File: config.mk
export PLATFORM = sky130hd
export DESIGN_NAME = scan_bridge
export DESIGN_NICKNAME = d
export VERILOG_FILES = /design/src/rtl/sbr_pkg.sv /design/src/rtl/sbr_decode.sv /design/src/rtl/sbr_xact.sv /design/src/rtl/sbr_datareg.sv /design/src/rtl/sbr_busrst.sv /design/src/rtl/scan_bridge.sv
export SDC_FILE = /design/constraint.sdc
export NUM_CORES = 1
export LEC_CHECK = 0
export BUFFER_PORTS_ARGS = -buffer_cell sky130_fd_sc_hd__buf_4
export CAP_MARGIN = 0
export CORE_ASPECT_RATIO = 2
export CORE_MARGIN = 1.5
export CORE_UTILIZATION = 45
export CTS_CLUSTER_SIZE = 25
export DETAILED_ROUTE_END_ITERATION = 16
export PLACE_DENSITY_LB_ADDON = 0.05
export SETUP_SLACK_MARGIN = 0.02
export SLEW_MARGIN = 20
export SYNTH_ARGS = -nofsm -noshare
export SYNTH_HDL_FRONTEND = slang
export SYNTH_SLANG_ARGS = --single-unit
export TNS_END_PERCENT = 20
File: constraint.sdc
create_clock -name clk -period 1.9 [get_ports clk]
set_input_delay 0.095 -clock clk [delete_from_list [all_inputs] [get_ports clk]]
set_output_delay 0.095 -clock clk [all_outputs]
set_load 0.05 [all_outputs]
File: src/rtl/sbr_pkg.sv
package sbr_pkg;

  // Word addresses on the register port; software depends on these.
  typedef enum logic [2:0] {
    WA_DATA_HI = 3'h0,
    WA_DATA_LO = 3'h1,
    WA_CMD     = 3'h2,
    WA_CLEAR   = 3'h6,
    WA_BUS_RST = 3'h7
  } word_addr_e;

  // One-hot-or-none write strobes produced by the decoder.
  typedef struct packed {
    logic ld_hi;
    logic ld_lo;
    logic cmd;
    logic clr;
    logic bus_rst;
  } strobe_t;

endpackage

File: src/rtl/sbr_decode.sv
module sbr_decode
  import sbr_pkg::*;
(
  input  logic       wr,
  input  logic [2:0] addr,
  input  logic       go_bit,
  output strobe_t    stb
);

  always_comb begin
    stb = '0;
    if (wr) begin
      case (addr)
        WA_DATA_HI: stb.ld_hi   = 1'b1;
        WA_DATA_LO: stb.ld_lo   = 1'b1;
        WA_CMD:     stb.cmd     = 1'b1;
        WA_CLEAR:   stb.clr     = go_bit;
        WA_BUS_RST: stb.bus_rst = go_bit;
        default:    stb         = '0;
      endcase
    end
  end

endmodule

File: src/rtl/sbr_xact.sv
module sbr_xact #(
  parameter int REG_W   = 32,
  parameter int TADDR_W = REG_W - 1
) (
  input  logic               clk,
  input  logic               rst_n,
  input  logic               clr,
  input  logic               cmd_stb,
  input  logic [REG_W-1:0]   cmd_word,
  input  logic               ack,
  input  logic               err_in,
  output logic               req,
  output logic               we,
  output logic [TADDR_W-1:0] addr,
  output logic               bus_err,
  output logic               drop_err,
  output logic               launch,
  output logic               drop,
  output logic               done,
  output logic               cap_en
);

  // Named internal events, visible to the checker.
  assign launch = cmd_stb && !req && !clr;
  assign drop   = cmd_stb &&  req && !clr;
  assign done   = req && ack && !clr;
  assign cap_en = done && !we;

  always_ff @(posedge clk) begin
    if (!rst_n || clr) begin
      req      <= 1'b0;
      we       <= 1'b0;
      addr     <= '0;
      bus_err  <= 1'b0;
      drop_err <= 1'b0;
    end else begin
      if (launch) begin
        req  <= 1'b1;
        we   <= cmd_word[REG_W-1];
        addr <= cmd_word[TADDR_W-1:0];
      end
      if (done) begin
        req <= 1'b0;
        if (err_in) bus_err <= 1'b1;
      end
      if (drop) drop_err <= 1'b1;
    end
  end

endmodule

File: src/rtl/sbr_datareg.sv
module sbr_datareg
  import sbr_pkg::*;
#(
  parameter int REG_W = 32,
  localparam int BUS_W = 2 * REG_W
) (
  input  logic             clk,
  input  logic             rst_n,
  input  logic             clr,
  input  logic             busy,
  input  logic             ld_hi,
  input  logic             ld_lo,
  input  logic [REG_W-1:0] wdata,
  input  logic             cap_en,
  input  logic             cap_err,
  input  logic [BUS_W-1:0] cap_data,
  input  logic [2:0]       rd_addr,
  output logic [REG_W-1:0] hi,
  output logic [REG_W-1:0] lo,
  output logic [REG_W-1:0] rdata
);

  function automatic logic [BUS_W-1:0] result_of(input logic fail,
                                                 input logic [BUS_W-1:0] d);
    return fail ? {BUS_W{1'b1}} : d;
  endfunction

  function automatic logic [REG_W-1:0] upper_of(input logic [BUS_W-1:0] d);
    return d[BUS_W-1:REG_W];
  endfunction

  function automatic logic [REG_W-1:0] lower_of(input logic [BUS_W-1:0] d);
    return d[REG_W-1:0];
  endfunction

  logic [BUS_W-1:0] result;
  assign result = result_of(cap_err, cap_data);

  always_ff @(posedge clk) begin
    if (!rst_n || clr) begin
      hi <= '0;
      lo <= '0;
    end else if (cap_en) begin
      hi <= upper_of(result);
      lo <= lower_of(result);
    end else if (!busy) begin
      if (ld_hi) hi <= wdata;
      if (ld_lo) lo <= wdata;
    end
  end

  always_comb begin
    case (rd_addr)
      WA_DATA_HI: rdata = hi;
      WA_DATA_LO: rdata = lo;
      default:    rdata = '0;
    endcase
  end

endmodule

File: src/rtl/sbr_busrst.sv
module sbr_busrst #(
  parameter int CYCLES = 4,
  localparam int CW = $clog2(CYCLES + 1)
) (
  input  logic clk,
  input  logic rst_n,
  input  logic start,
  output logic rst_out
);

  logic [CW-1:0] remain;

  always_ff @(posedge clk) begin
    if (!rst_n)              remain <= '0;
    else if (start)          remain <= CW'(CYCLES);
    else if (remain != '0)   remain <= remain - 1'b1;
  end

  assign rst_out = (remain != '0);

endmodule

File: src/rtl/scan_bridge.sv
module scan_bridge
  import sbr_pkg::*;
#(
  parameter int REG_W          = 32,
  parameter int BUS_RST_CYCLES = 4,
  localparam int BUS_W   = 2 * REG_W,
  localparam int TADDR_W = REG_W - 1
) (
  input  logic               clk,
  input  logic               rst_n,
  input  logic               reg_wr,
  input  logic [2:0]         reg_addr,
  input  logic [REG_W-1:0]   reg_wdata,
  output logic [REG_W-1:0]   reg_rdata,
  output logic               busy,
  output logic               bus_err,
  output logic               drop_err,
  output logic               sb_req,
  output logic               sb_we,
  output logic [TADDR_W-1:0] sb_addr,
  output logic [BUS_W-1:0]   sb_wdata,
  input  logic               sb_ack,
  input  logic               sb_err,
  input  logic [BUS_W-1:0]   sb_rdata,
  output logic               sb_rst
);

  strobe_t          stb;
  logic             launch, drop, done, cap_en;
  logic [REG_W-1:0] hi_q, lo_q;

  sbr_decode u_dec (
    .wr     (reg_wr),
    .addr   (reg_addr),
    .go_bit (reg_wdata[REG_W-1]),
    .stb    (stb)
  );

  sbr_xact #(.REG_W(REG_W)) u_xact (
    .clk      (clk),
    .rst_n    (rst_n),
    .clr      (stb.clr),
    .cmd_stb  (stb.cmd),
    .cmd_word (reg_wdata),
    .ack      (sb_ack),
    .err_in   (sb_err),
    .req      (sb_req),
    .we       (sb_we),
    .addr     (sb_addr),
    .bus_err  (bus_err),
    .drop_err (drop_err),
    .launch   (launch),
    .drop     (drop),
    .done     (done),
    .cap_en   (cap_en)
  );

  assign busy = sb_req;

  sbr_datareg #(.REG_W(REG_W)) u_data (
    .clk      (clk),
    .rst_n    (rst_n),
    .clr      (stb.clr),
    .busy     (busy),
    .ld_hi    (stb.ld_hi),
    .ld_lo    (stb.ld_lo),
    .wdata    (reg_wdata),
    .cap_en   (cap_en),
    .cap_err  (sb_err),
    .cap_data (sb_rdata),
    .rd_addr  (reg_addr),
    .hi       (hi_q),
    .lo       (lo_q),
    .rdata    (reg_rdata)
  );

  // Holding words stay frozen while busy, so they drive the bus directly.
  assign sb_wdata = {hi_q, lo_q};

  sbr_busrst #(.CYCLES(BUS_RST_CYCLES)) u_brst (
    .clk     (clk),
    .rst_n   (rst_n),
    .start   (stb.bus_rst),
    .rst_out (sb_rst)
  );

endmodule

==> impl_metrics.json, run 1 <==
{
  "status": "complete, no violations",
  "cts_root_buf": "clkbuf_16",
  "synth_top_family_by_area": "compound AO/OA/AOI/OAI gates",
  "die_w_um": 74.2,
  "dr.pass1.iters": 4,
  "max_freq_mhz": 598,
  "drtIter0Drc": 349,
  "internal_power_mw": 3.64,
  "synth.avg_cell_area_um2": 7.98,
  "cp-end-kind": "primary output",
  "numCtsBuffers": 9,
  "core_area_mm2": 0.00983,
  "fin_total_pwr_mw": 5.18,
  "num_rows": 51,
  "relSlewSlack_pct": 64.8,
  "worstPathArrival_ns": 1.58,
  "setup.worst_path.class": "reg2out",
  "post_drt_wl_per_cell_um": 18.7,
  "p_sw_mw": 1.54,
  "yosysTopAreaCell": "dfxtp_1",
  "syn_to_final_growth_pct": 48.9,
  "power_switching_share_pct": 29.8,
  "grt_antenna_before_repair": 0,
  "path_clk_slew_ns": 0.07,
  "power_density_mw_per_mm2": 762,
  "place_congestion": 0.876,
  "cts.repair.resized": 0,
  "pwr-share-seq_pct": 44.2,
  "yosys.area_share.simple_pct": 16.8,
  "dpl.hpwl_um": 12800,
  "async_reset_ff_share_pct": 0,
  "grt_usage_pct": 31.7,
  "timing.final.crit_share_pct": 88.0,
  "crit_fanout": 5,
  "pwr-share-comb_pct": 21.5,
  "gr-total-overflow": 0,
  "cts_tree": "yes",
  "post-cts-setup-buffer-count": 0,
  "synth_area_leaders": "dfxtp_1 (45%), nand2_1 (14%), o31ai_1 (8.5%), a31oi_1 (7.3%), a22o_1 (6.1%)",
  "start_util_pct": 46.5,
  "synth_compound_area_share_pct": 30.5,
  "power_leakage_nw": 2.85,
  "worstSetupStartpointType": "flop",
  "via_per_inst": 5.66,
  "ys_seq_area_share_pct": 44.7,
  "dieArea_mm2": 0.0108,
  "num_vias": 5221,
  "drv_slew": 0,
  "cts_sinks": 102,
  "synth_mux_area_share_pct": 0.219,
  "min_period_ns": 1.67,
  "final-setup-viol-count": 0,
  "synth_top_area_share_pct": 44.7,
  "diodes": 0,
  "synth_edf_count": 0,
  "cap_violations": 0,
  "synth_cell_types": 30,
  "grt_start_max_net_pins": 65,
  "holdBufCountCts": 0,
  "final_cell_count_no_fill": 923,
  "die_y_um": 145,
  "holdWs_ns": 0.0132,
  "drt-total-wl_um": 17200,
  "cts-htree-levels": 3,
  "rsz0062_at_grt": "false",
  "io_buffers": 236,
  "syn_area_mm2": 0.00457,
  "clock_latency_ns": 0.34,
  "finalHoldViolCount": 0,
  "fin_util_pct": 69.2,
  "fin_worst_skew_ns": 0.00655,
  "worstPathRequired_ns": 1.80,
  "ant_nets": 0,
  "first_global_vias": 5247,
  "place_inst": 909,
  "worstRegToRegCells": 4,
  "min_path_cells": 3,
  "synth_fa_ha_area_share_pct": 0.822,
  "pwr-share-clk_pct": 34.4,
  "io_pins": 237,
  "worst_pin_slew_ns": 0.527,
  "ys_ff_latch": 102,
  "grt_pass1_wl_um": 26400,
  "drc": 0,
  "setup-tns-final_ns": 0,
  "synth_xor_area_share_pct": 0.192,
  "netlist_instances": 572,
  "clockBufferDepth": 2,
  "synth_nets": 679,
  "ys.flop_type": "dfxtp_1",
  "final_layout_size_suffix_gt1_share_pct": 35.4,
  "holdCritPathClass": "in2reg",
  "synth_warnings": 0,
  "final_nets": 895,
  "ir_drop_mv": 0.549
}
## flip-flops by register name, indices dropped and copies added (netlist names)
name and cells:
u_brst.remain 3, u_data.hi 32, u_data.lo 32, u_xact.addr 31, u_xact.bus_err 1, u_xact.drop_err 1
u_xact.req 1, u_xact.we 1
## critical path, stage by stage (launching register included)
cell     delay, ns
dfxtp_1       0.34
inv_1         0.05
ha_1          0.21
ha_1          0.27
inv_1         0.14
buf_4         0.21
## path summary, 6_finish.rpt
path / from / endpoint / slack (ns)
max: u_brst.remain[0] / sb_rst / 0.23
min reg2reg: u_xact.addr[7] / u_xact.addr[7] / 0.46
min: reg_wdata[20] / u_xact.addr[20] / 0.01
max reg2reg: u_xact.we / u_data.lo[9] / 0.45
## power by group through the flow
stage / Clock, mW / Sequential (mW) / Combinational [mW]
final: 1.78 / 2.29 / 1.11
after global routing: 1.91 / 2.29 / 1.18
after CTS: 1.81 / 2.28 / 1.11
after detailed placement: 0 / 2.33 / 1.11
after global placement: 0 / 2.33 / 1.08
after floorplan: 0 / 2.54 / 0.419
## per-stage QoR
stage,cell area [um^2],setup WS (ns)
floorplan,4570,0.0838
global placement,6520,0.398
detailed placement,6520,0.324
CTS,6800,0.217
global route,6800,0.167
finish,6800,0.228
## cell usage in the layout (no fill, tap or decap), types with 2 or more instances in the layout
cell	instances
nand2_1	173
o221ai_1	12
nand2b_1	2
a31oi_1	53
clkbuf_16	9
a22o_1	32
and2_1	3
nor2_1	5
buf_4	258
dfxtp_1	102
clkinvlp_4	2
a21oi_1	47
buf_12	3
o31ai_4	2
inv_1	18
o31ai_1	52
ha_1	3
## synth_stat cells (2+ instances only)
master / n
nand2_1: 173
dfxtp_1: 102
a31oi_1: 53
o31ai_1: 52
a21oi_1: 47
clkbuf_1: 36
a22o_1: 32
buf_2: 18
inv_1: 18
o221ai_1: 12
nor2_1: 5
ha_1: 3
and2_1: 2
buf_4: 2
nand2b_1: 2
## area by class of cell
cell class                      instances  area [um^2]
Fill cell                             886         3030
Inverter                               18         67.6
Sequential cell                       102         2040
Clock buffer                           10          229
Timing Repair Buffer                  261         2000
Multi-Input combinational cell        396         2250
Tap cell                              132          165
Clock inverter                          4         50.0
## cell families after synthesis
| logic type | count (synthesis) |
|---|---|
| XOR/XNOR | 1 |
| multiplexers | 1 |
| AND/OR/NAND/NOR | 191 |
| buffers and inverters | 74 |
| AO/OA/AOI/OAI | 200 |
| flip-flops | 102 |
| adder cells (fa/ha/maj) | 3 |
## metal layers
metal  global-route usage [%]  vias to the layer above  part of all wire, %
met5                        0                        -                    0
met2                     58.6                      247                   56
met3                     6.02                       39                  6.9
met4                     15.8                        0                  3.2
met1                     32.0                     2465                   34
li1                         -                     2470                    -
Power figures use the tool's default switching activity.
==> run 2: changes to the inputs <==
--- a/config.mk
+++ b/config.mk
@@ -9,11 +9,13 @@
 export CAP_MARGIN = 0
 export CORE_ASPECT_RATIO = 2
 export CORE_MARGIN = 1.5
-export CORE_UTILIZATION = 45
+export CORE_UTILIZATION = 49
 export CTS_CLUSTER_SIZE = 25
 export DETAILED_ROUTE_END_ITERATION = 16
 export PLACE_DENSITY_LB_ADDON = 0.05
+export REMOVE_ABC_BUFFERS = 1
 export SETUP_SLACK_MARGIN = 0.02
+export SKIP_LAST_GASP = 1
 export SLEW_MARGIN = 20
 export SYNTH_ARGS = -nofsm -noshare
 export SYNTH_HDL_FRONTEND = slang
==> constraint.sdc (replaced) <==
create_clock -name clk -period 2.1 [get_ports clk]
set_input_delay 0.105 -clock clk [delete_from_list [all_inputs] [get_ports clk]]
set_output_delay 0.105 -clock clk [all_outputs]
set_load 0.05 [all_outputs]
==> impl_metrics.json, run 2 (synthesized netlist as in run 1, its figures left out) <==
{
  "fin_worst_skew_ns": 0.00554,
  "io_pins": 237,
  "cts.repair.resized": 0,
  "drv_slew": 0,
  "core_area_mm2": 0.00901,
  "finalHoldViolCount": 0,
  "drtIter0Drc": 363,
  "worstPathCellList": "nor2b_1, and2_1, buf_12, nand2_1, a31oi_1",
  "worstPathArrival_ns": 1.97,
  "place_congestion": 0.881,
  "cts_root_buf": "clkbuf_16",
  "via_per_inst": 5.93,
  "p_sw_mw": 1.34,
  "grt_pass1_wl_um": 25400,
  "cp_top_family": "simple AND/OR/NAND/NOR gates",
  "drt-total-wl_um": 16500,
  "pwr-share-clk_pct": 32.8,
  "first_global_vias": 5063,
  "gr-total-overflow": 0,
  "cap_violations": 0,
  "min_period_ns": 1.71,
  "crit_fanout": 15,
  "cp-end-kind": "flop",
  "cp_num_buf_inv": 1,
  "cp_slowest_stage_delay_ns": 0.41,
  "dieArea_mm2": 0.00994,
  "io_buffers": 236,
  "die_y_um": 140,
  "final_nets": 888,
  "slowest_stage": "dfxtp_1",
  "num_rows": 49,
  "pwr-share-seq_pct": 45.6,
  "dr.pass1.iters": 5,
  "power_leakage_nw": 2.81,
  "holdBufCountCts": 0,
  "place_area_mm2": 0.00643,
  "grt_antenna_before_repair": 0,
  "setup.worst_path.class": "reg2reg",
  "dpl.hpwl_um": 11800,
  "pwr-share-comb_pct": 21.6,
  "grt_start_max_net_pins": 62,
  "post-cts-setup-buffer-count": 0,
  "syn_to_final_growth_pct": 46.4,
  "max_freq_mhz": 584,
  "reg_top3": "u_data.hi (32), u_data.lo (32), u_xact.addr (31)",
  "power_switching_share_pct": 29.6,
  "path_clk_slew_ns": 0.06,
  "start_util_pct": 50.7,
  "min_path_cells": 3,
  "num_vias": 5250,
  "numCtsBuffers": 9,
  "postLayoutCellArea_mm2": 0.00669,
  "final_common_cell": "buf_4",
  "clockBufferDepth": 2,
  "internal_power_mw": 3.19,
  "worstPathRequired_ns": 2.36,
  "diodes": 0,
  "worstSetupStartpointType": "flop",
  "power_density_mw_per_mm2": 678,
  "fin_util_pct": 74.2,
  "relSlewSlack_pct": 68.2,
  "rsz0062_at_grt": "false",
  "ant_nets": 0,
  "post_drt_wl_per_cell_um": 18.7,
  "ir_drop_mv": 0.489,
  "cp.depth": 5,
  "status": "complete, no violations",
  "holdCritPathClass": "in2reg",
  "worst_pin_slew_ns": 0.477,
  "final-setup-viol-count": 0,
  "final_layout_size_suffix_gt1_share_pct": 34.7,
  "drc": 0,
  "cts_tree": "yes",
  "cts_sinks": 102,
  "most-common-layout-cells": "buf_4 (251), nand2_1 (173), dfxtp_1 (102)",
  "die_w_um": 71.3,
  "clock_latency_ns": 0.34,
  "grt_usage_pct": 32.2,
  "timing.final.crit_share_pct": 81.6,
  "worstRegToRegCells": 5,
  "cts-htree-levels": 3
}
## run 2: per-layer routing
metal  wire [um]  up-vias  part of all wire (%)  track usage, %
met4         789        0                   4.8            18.4
met1        5800     2468                    35            34.8
met2        8830      270                    53            56.6
met3        1110       59                   6.7            6.44
met5           0        -                     0               0
li1            -     2453                     -               -
## run 2: worst min-delay path, cell delays in order
cell and delay [ns]:
buf_4 0.12, nand2_1 0.05, a21oi_1 0.05
## run 2: layout make-up
| type | count | area (um^2) |
|---|---|---|
| clock buffers | 12 | 246 |
| clock inverters | 2 | 10.0 |
| fillers | 735 | 2330 |
| inverters | 18 | 67.6 |
| multi-input cells | 396 | 2250 |
| flip-flops and latches | 102 | 2040 |
| well taps | 102 | 128 |
| repair buffers | 254 | 1940 |
## run 2: power by group through the flow
stage               Sequential, mW  Combinational [mW]  Clock [mW]
floorplan                     2.30               0.348           0
global placement              2.11               0.952           0
detailed placement            2.11               0.974           0
CTS                           2.07               0.978        1.51
global route                  2.07                1.04        1.60
finish                        2.07               0.978        1.49
## run 2: worst paths after layout
kind         slack [ns]             from              end
max                0.39       u_xact.req    u_data.lo[30]
min                0.03    reg_wdata[12]  u_xact.addr[12]
max reg2reg        0.39       u_xact.req    u_data.lo[30]
min reg2reg        0.45  u_xact.addr[11]  u_xact.addr[11]
## run 2: stage by stage
| step | setup WS, ns | total power, mW | TNS [ns] | hold slack (ns) | std cells |
|---|---|---|---|---|---|
| 3_5_place_dp | 0.427 | 3.08 | 0 | 0.379 | 872 |
| 3_3_place_gp | 0.509 | 3.06 | 0 | 0.373 | 872 |
| 5_1_grt | 0.301 | 4.71 | 0 | 0.0247 | 886 |
| 2_1_floorplan | -0.876 | 2.65 | -52.61 | 0.241 | 516 |
| 6_report | 0.387 | 4.53 | 0 | 0.0324 | 886 |
| 4_1_cts | 0.397 | 4.56 | 0 | 0.0177 | 886 |
